--- config.mk ---
export PLATFORM = sky130hd
export DESIGN_NAME = owb_xfer
export DESIGN_NICKNAME = d
export VERILOG_FILES = /design/src/rtl/owb_pkg.sv /design/src/rtl/owb_pullup_req.sv /design/src/rtl/owb_ms_timer.sv /design/src/rtl/owb_byte_seq.sv /design/src/rtl/owb_xfer.sv
export SDC_FILE = /design/constraint.sdc
export NUM_CORES = 1
export LEC_CHECK = 0
export CORE_MARGIN = 3
export CORE_UTILIZATION = 30
export CTS_CLUSTER_SIZE = 14
export DETAILED_ROUTE_END_ITERATION = 10
export PLACE_DENSITY_LB_ADDON = 0.05
export SLEW_MARGIN = 20
export SYNTH_ARGS = -nofsm -noshare
export SYNTH_HDL_FRONTEND = slang
export SYNTH_SLANG_ARGS = --single-unit
--- constraint.sdc ---
create_clock -name clk -period 4 [get_ports clk]
set_clock_uncertainty 0.1 [all_clocks]
set_input_delay 1.2 -clock clk [delete_from_list [all_inputs] [get_ports clk]]
set_output_delay 1.2 -clock clk [all_outputs]
set_load 0.02 [all_outputs]
--- src/rtl/owb_pkg.sv ---
package owb_pkg;

    typedef enum logic [1:0] {
        OWB_WRITE = 2'b00,
        OWB_READ  = 2'b01,
        OWB_TOUCH = 2'b10,
        OWB_NONE  = 2'b11
    } owb_op_e;

    typedef enum logic [1:0] {
        ST_IDLE,
        ST_SLOT,
        ST_HOLD,
        ST_DONE
    } owb_state_e;

    function automatic logic op_is_valid(owb_op_e op);
        return op != OWB_NONE;
    endfunction

    // operations that drive data onto the bus and may need a pull-up after
    function automatic logic op_sends(owb_op_e op);
        return (op == OWB_WRITE) || (op == OWB_TOUCH);
    endfunction

    // operations whose sampled byte is published
    function automatic logic op_returns(owb_op_e op);
        return (op == OWB_READ) || (op == OWB_TOUCH);
    endfunction

    // slot kind: 1 = short low pulse with sample, 0 = long low pulse
    function automatic logic slot_kind(owb_op_e op, logic dbit);
        return (op == OWB_READ) ? 1'b1 : dbit;
    endfunction

    function automatic logic captured(owb_op_e op, logic dbit, logic smp);
        case (op)
            OWB_READ:  return smp;
            OWB_TOUCH: return dbit & smp;
            default:   return 1'b0;
        endcase
    endfunction

endpackage

--- src/rtl/owb_pullup_req.sv ---
module owb_pullup_req #(
    parameter int DUR_W = 8
) (
    input  logic             clk,
    input  logic             rst,
    input  logic             wr_en,
    input  logic [DUR_W-1:0] wr_dur,
    input  logic             consume,
    output logic [DUR_W-1:0] dur_q
);
    // a register write in the same cycle as consumption wins
    always_ff @(posedge clk) begin
        if (rst)
            dur_q <= '0;
        else if (wr_en)
            dur_q <= wr_dur;
        else if (consume)
            dur_q <= '0;
    end
endmodule

--- src/rtl/owb_ms_timer.sv ---
module owb_ms_timer #(
    parameter int DUR_W     = 8,
    parameter int US_PER_MS = 1000
) (
    input  logic             clk,
    input  logic             rst,
    input  logic             load,
    input  logic [DUR_W-1:0] load_ms,
    input  logic             us_tick,
    output logic             active,
    output logic             expire
);
    localparam int SUB_W = (US_PER_MS > 2) ? $clog2(US_PER_MS) : 1;
    localparam logic [SUB_W-1:0] SUB_LAST = SUB_W'(US_PER_MS - 1);

    logic [SUB_W-1:0] sub_q;
    logic [DUR_W-1:0] ms_q;
    logic             run_q;
    logic             ms_wrap;

    assign ms_wrap = run_q && us_tick && (sub_q == SUB_LAST);
    assign expire  = ms_wrap && (ms_q == DUR_W'(1));
    assign active  = run_q;

    always_ff @(posedge clk) begin
        if (rst) begin
            sub_q <= '0;
            ms_q  <= '0;
            run_q <= 1'b0;
        end else if (load) begin
            sub_q <= '0;
            ms_q  <= load_ms;
            run_q <= (load_ms != '0);
        end else if (run_q && us_tick) begin
            if (ms_wrap) begin
                sub_q <= '0;
                ms_q  <= ms_q - DUR_W'(1);
                if (ms_q == DUR_W'(1))
                    run_q <= 1'b0;
            end else begin
                sub_q <= sub_q + SUB_W'(1);
            end
        end
    end
endmodule

--- src/rtl/owb_byte_seq.sv ---
module owb_byte_seq
    import owb_pkg::*;
#(
    parameter int BYTE_W = 8,
    parameter int DUR_W  = 8
) (
    input  logic              clk,
    input  logic              rst,
    input  logic              start,
    input  owb_op_e           op_in,
    input  logic [BYTE_W-1:0] data_in,
    input  logic              slot_ack,
    input  logic              slot_rd,
    input  logic [DUR_W-1:0]  pu_dur,
    input  logic              hold_expire,
    output logic              slot_req,
    output logic              slot_val,
    output logic              arm,
    output logic              hold_load,
    output logic [DUR_W-1:0]  hold_ms,
    output logic              done,
    output logic              busy,
    output logic [BYTE_W-1:0] result
);
    localparam int IDX_W = $clog2(BYTE_W);
    localparam logic [IDX_W-1:0] IDX_LAST = IDX_W'(BYTE_W - 1);
    localparam logic [IDX_W-1:0] IDX_ARM  = IDX_W'(BYTE_W - 2);

    owb_state_e        state_q;
    owb_op_e           op_q;
    logic [BYTE_W-1:0] sh_q;
    logic [BYTE_W-1:0] acc_q;
    logic [BYTE_W-1:0] acc_nx;
    logic [IDX_W-1:0]  idx_q;
    logic [DUR_W-1:0]  armed_q;
    logic [BYTE_W-1:0] res_q;
    logic              last_ack;

    assign acc_nx    = {captured(op_q, sh_q[0], slot_rd), acc_q[BYTE_W-1:1]};
    assign last_ack  = (state_q == ST_SLOT) && slot_ack && (idx_q == IDX_LAST);
    assign arm       = (state_q == ST_SLOT) && slot_ack && (idx_q == IDX_ARM)
                       && op_sends(op_q);
    assign hold_load = last_ack && (armed_q != '0);
    assign hold_ms   = armed_q;

    assign slot_req = (state_q == ST_SLOT);
    assign slot_val = slot_kind(op_q, sh_q[0]);
    assign done     = (state_q == ST_DONE);
    assign busy     = (state_q != ST_IDLE);
    assign result   = res_q;

    always_ff @(posedge clk) begin
        if (rst) begin
            state_q <= ST_IDLE;
            op_q    <= OWB_WRITE;
            sh_q    <= '0;
            acc_q   <= '0;
            idx_q   <= '0;
            armed_q <= '0;
            res_q   <= '0;
        end else begin
            case (state_q)
                ST_IDLE: begin
                    if (start && op_is_valid(op_in)) begin
                        op_q    <= op_in;
                        sh_q    <= data_in;
                        acc_q   <= '0;
                        idx_q   <= '0;
                        armed_q <= '0;
                        state_q <= ST_SLOT;
                    end
                end
                ST_SLOT: begin
                    if (slot_ack) begin
                        acc_q <= acc_nx;
                        sh_q  <= sh_q >> 1;
                        if (arm)
                            armed_q <= pu_dur;
                        if (idx_q == IDX_LAST) begin
                            if (op_returns(op_q))
                                res_q <= acc_nx;
                            state_q <= (armed_q != '0) ? ST_HOLD : ST_DONE;
                        end else begin
                            idx_q <= idx_q + IDX_W'(1);
                        end
                    end
                end
                ST_HOLD: begin
                    if (hold_expire)
                        state_q <= ST_DONE;
                end
                default: state_q <= ST_IDLE;
            endcase
        end
    end
endmodule

--- src/rtl/owb_xfer.sv ---
module owb_xfer
    import owb_pkg::*;
#(
    parameter int BYTE_W    = 8,
    parameter int DUR_W     = 8,
    parameter int US_PER_MS = 1000
) (
    input  logic              clk,
    input  logic              rst,
    input  logic              start,
    input  logic [1:0]        op,
    input  logic [BYTE_W-1:0] wr_byte,
    input  logic              pu_wr,
    input  logic [DUR_W-1:0]  pu_ms,
    input  logic              pu_feature_en,
    input  logic              us_tick,
    input  logic              slot_ack,
    input  logic              slot_rd,
    output logic              slot_req,
    output logic              slot_val,
    output logic [BYTE_W-1:0] rd_byte,
    output logic              done,
    output logic              busy,
    output logic              spu_en
);
    logic [DUR_W-1:0] pu_dur;
    logic             arm;
    logic             hold_load;
    logic [DUR_W-1:0] hold_ms;
    logic             hold_active;
    logic             hold_expire;

    owb_pullup_req #(.DUR_W(DUR_W)) u_req (
        .clk     (clk),
        .rst     (rst),
        .wr_en   (pu_wr),
        .wr_dur  (pu_ms),
        .consume (arm),
        .dur_q   (pu_dur)
    );

    owb_byte_seq #(.BYTE_W(BYTE_W), .DUR_W(DUR_W)) u_seq (
        .clk         (clk),
        .rst         (rst),
        .start       (start),
        .op_in       (owb_op_e'(op)),
        .data_in     (wr_byte),
        .slot_ack    (slot_ack),
        .slot_rd     (slot_rd),
        .pu_dur      (pu_dur),
        .hold_expire (hold_expire),
        .slot_req    (slot_req),
        .slot_val    (slot_val),
        .arm         (arm),
        .hold_load   (hold_load),
        .hold_ms     (hold_ms),
        .done        (done),
        .busy        (busy),
        .result      (rd_byte)
    );

    owb_ms_timer #(.DUR_W(DUR_W), .US_PER_MS(US_PER_MS)) u_tmr (
        .clk     (clk),
        .rst     (rst),
        .load    (hold_load),
        .load_ms (hold_ms),
        .us_tick (us_tick),
        .active  (hold_active),
        .expire  (hold_expire)
    );

    // pull-up only while the timer runs, which is after the last slot
    assign spu_en = hold_active && pu_feature_en;
endmodule

==> out/metrics.yaml <==
power:
  cellPowerDensity_mw_per_mm2: 495
  vdd_drop_max_mv: 0.218
  power_leakage_nw: 1.31
  p_total_mw: 1.86
synthesis:
  yosysTopAreaCell: "sky130_fd_sc_hd__dfxtp_1"
  post_synth_instance_area_sq_mm: 0.00305
  netlist_instances: 362
  syn_nets: 401
  post-synth-top-area-fraction: 0.427
  ffs_latches_synth: 65
  synth_cell_types: 49
  synth_warnings: 0
  post_synth_main_area_contributors: "sky130_fd_sc_hd__dfxtp_1, sky130_fd_sc_hd__a21oi_1, sky130_fd_sc_hd__nand2_1"
  synth_seq_area_share: 0.427
  synth_async_sr_flop_share: 0
  synth_area_per_cell_sq_um: 8.42
  dominantRegCellSynth: "sky130_fd_sc_hd__dfxtp_1"
  synth-edff-count: 0
floorplanning:
  floorplan.die.height_microns: 107
  fp.dieArea_sq_mm: 0.0114
  die_width_microns: 107
  initial_utilization: 0.311
  core_sq_mm: 0.00982
  fp-row-count: 36
  ioPinCount: 39
worst_hold_path:
  worst_min_delay_path_category: "flip-flop to flip-flop"
  hold_path_depth: 2
  min-delay-start: "u_seq.result[4]"
  hold-path-endpoint: "u_seq.result[4]"
global_routing:
  grt_antenna_before_repair: 0
  grt_pass1_wl_mm: 12.1
  grt_max_degree: 32
  grt_overflow_total: 0
  grt.total_usage: 0.135
  number_of_global_route_vias_before_repair: 2383
worst_setup_path:
  cp_max_fo: 1
  depth_of_the_most_critical_reg_to_reg_path: 7
  reg2reg_from: "u_seq.state_q[1]"
  worstSetupEndpointType: "output port"
  setup.reg_to_reg.worst_slack_ps: 1640
  critPathArrivalTime_ps: 2350
  critPathLaunchType: "input port"
  critPathRequiredTime_ps: 2700
  critical_path_class: "input port to output port"
  rr_endpoint: "u_seq.idx_q[2]"
route:
  totalWireLength_mm: 7.18
  drt_pass1_iterations: 4
  drt-vias-per-instance: 4.82
  drt-initial-drc-count: 91
  routedWlPerCell_microns: 13.4
  ant_nets_after_route: 0
  drcViolationCount: 0
  via_count: 2574
timing:
  hold_viol_final: 0
  final.min_clock_period_ps: 3650
  maxClockFrequency_ghz: 0.274
  timing_max_transition_violations_final: 0
  final_critical_path_setup_slack_ps: 346
  fin_setup_tns_ps: 0
  worst-slew-pin-transition_ps: 860
  finalCritPeriodShare: 0.913
  setup_viol_count_final: 0
  grt_setup_unrepaired: "no"
  slew-limit-headroom: 0.412
  hold-worst-slack_ps: 354
cts:
  cts-buffers-inserted: 9
  post-cts-setup-buffer-count: 0
  clock_tree.htree_level_count: 3
  worst_setup_hold_path_clk_slew_ps: 70
  cts_num_sinks: 65
  cts_hold_buffers: 0
  clk_root_buf: "sky130_fd_sc_hd__clkbuf_8"
  postCtsResizedCells: 0
  cts_max_path_buffers: 2
  worst_skew_pair.late_latency_ps: 340
  cts_tree: "yes"
place:
  dp_hpwl_mm: 4.96
  finalWeightedCongestion: 0.730
  placement_stage_worst_setup_slack_ps: 347
  io_buffer_count: 38
  dp.cells: 519
finish:
  most_common_library_cell_in_the_layout_ignoring_fill_and_taps: "sky130_fd_sc_hd__dfxtp_1"
  n_antenna_cell: 0
  num-nets-final: 436
  area.growth.synth_to_final_pct: 23.3
  post_route_cells_drive_above_1_share: 0.0673
  final_cell_mix: "sky130_fd_sc_hd__dfxtp_1, sky130_fd_sc_hd__nand2_1, sky130_fd_sc_hd__a21oi_1, sky130_fd_sc_hd__clkdlybuf4s50_1, sky130_fd_sc_hd__nor2_1"
  final_instance_count_excl_fillers: 534
  layout.filler_cells: 1083
flow_run:
  max_cap_viol_count: 0
outcome:
  run_status: "complete, no violations"
[critical path, cell delays in order]
cell and delay [ps]:
sky130_fd_sc_hd__clkdlybuf4s50_1 450, sky130_fd_sc_hd__and2_1 110, sky130_fd_sc_hd__clkdlybuf4s50_1 590
[layout make-up]
| cell class | instances | area (sq um) | share of cell area |
|---|---|---|---|
| tap | 133 | 166 | 0.0443 |
| sequential | 65 | 1300 | 0.346 |
| clock buffer | 10 | 128 | 0.0340 |
| timing repair buffer | 42 | 405 | 0.108 |
| inverter | 14 | 52.6 | 0.0140 |
| multi-input combinational | 265 | 1620 | 0.432 |
| clock inverter | 5 | 81.3 | 0.0216 |
[cells in the mapped netlist, types with 2 or more instances]
| cell type | count |
|---|---|
| sky130_fd_sc_hd__dfxtp_1 | 65 |
| sky130_fd_sc_hd__nand2_1 | 49 |
| sky130_fd_sc_hd__a21oi_1 | 37 |
| sky130_fd_sc_hd__nor2_1 | 32 |
| sky130_fd_sc_hd__nand3_1 | 16 |
| sky130_fd_sc_hd__inv_1 | 14 |
| sky130_fd_sc_hd__nand4_1 | 14 |
| sky130_fd_sc_hd__ha_1 | 13 |
| sky130_fd_sc_hd__a211oi_1 | 10 |
| sky130_fd_sc_hd__clkbuf_1 | 10 |
| sky130_fd_sc_hd__mux2i_1 | 10 |
| sky130_fd_sc_hd__o21ai_0 | 10 |
| sky130_fd_sc_hd__nand3b_1 | 9 |
| sky130_fd_sc_hd__xnor2_1 | 6 |
| sky130_fd_sc_hd__nand2b_1 | 5 |
| sky130_fd_sc_hd__nor4_1 | 5 |
| sky130_fd_sc_hd__buf_1 | 4 |
| sky130_fd_sc_hd__nor3_1 | 4 |
| sky130_fd_sc_hd__o31ai_1 | 4 |
| sky130_fd_sc_hd__xor2_1 | 4 |
| sky130_fd_sc_hd__a311oi_1 | 3 |
| sky130_fd_sc_hd__buf_2 | 3 |
| sky130_fd_sc_hd__or4_1 | 3 |
| sky130_fd_sc_hd__a22o_1 | 2 |
| sky130_fd_sc_hd__and2_1 | 2 |
| sky130_fd_sc_hd__and3_1 | 2 |
| sky130_fd_sc_hd__and4_1 | 2 |
| sky130_fd_sc_hd__mux2_2 | 2 |
| sky130_fd_sc_hd__or2_2 | 2 |
[sequential cells by signal, summed over array words and instances (netlist names)]
register       flops
u_seq.result       8
u_seq.state_q      2
u_seq.op_q         2
u_tmr.sub_q       10
u_seq.acc_q        7
u_tmr.active       1
u_req.dur_q        8
u_seq.hold_ms      8
u_tmr.ms_q         8
u_seq.sh_q         8
u_seq.idx_q        3
[per-stage QoR]
| step | util | area (sq um) |
|---|---|---|
| 6_report | 0.383 | 3760 |
| 5_1_grt | 0.383 | 3760 |
| 4_1_cts | 0.383 | 3760 |
| 3_5_place_dp | 0.361 | 3550 |
| 3_3_place_gp | 0.361 | 3550 |
| 2_1_floorplan | - | 3050 |
[cells by family after synthesis]
kind of cell	synth area share
AO/OA/AOI/OAI	0.160
XOR/XNOR	0.0287
adder cells (fa/ha/maj)	0.0533
buffers and inverters	0.0419
flip-flops	0.427
multiplexers	0.0402
AND/OR/NAND/NOR	0.249
[per-layer routing]
metal | track usage | share of wire | vias up
li1 | - | - | 1358
met1 | 0.188 | 0.52 | 1169
met2 | 0.201 | 0.44 | 43
met3 | 0.0373 | 0.034 | 4
met4 | 0.0438 | 0.0077 | 0
met5 | 0 | 0 | -
[report_power, final]
part / total (mW) / switching (mW) / leakage (nW) / internal, mW
clock network: 0.607 / 0.259 / 0.102 / 0.348
registers: 0.738 / 0.0338 / 0.527 / 0.704
logic: 0.516 / 0.314 / 0.678 / 0.202
[worst max-delay path by stage]
stage / cells past startpoint / endpoint / start
final: 3 / spu_en / pu_feature_en
after CTS: 3 / spu_en / pu_feature_en
after global routing: 3 / spu_en / pu_feature_en
after floorplan: 1 / spu_en / pu_feature_en
after detailed placement: 3 / spu_en / pu_feature_en
after global placement: 3 / spu_en / pu_feature_en
(Power assumes the default switching activity.)
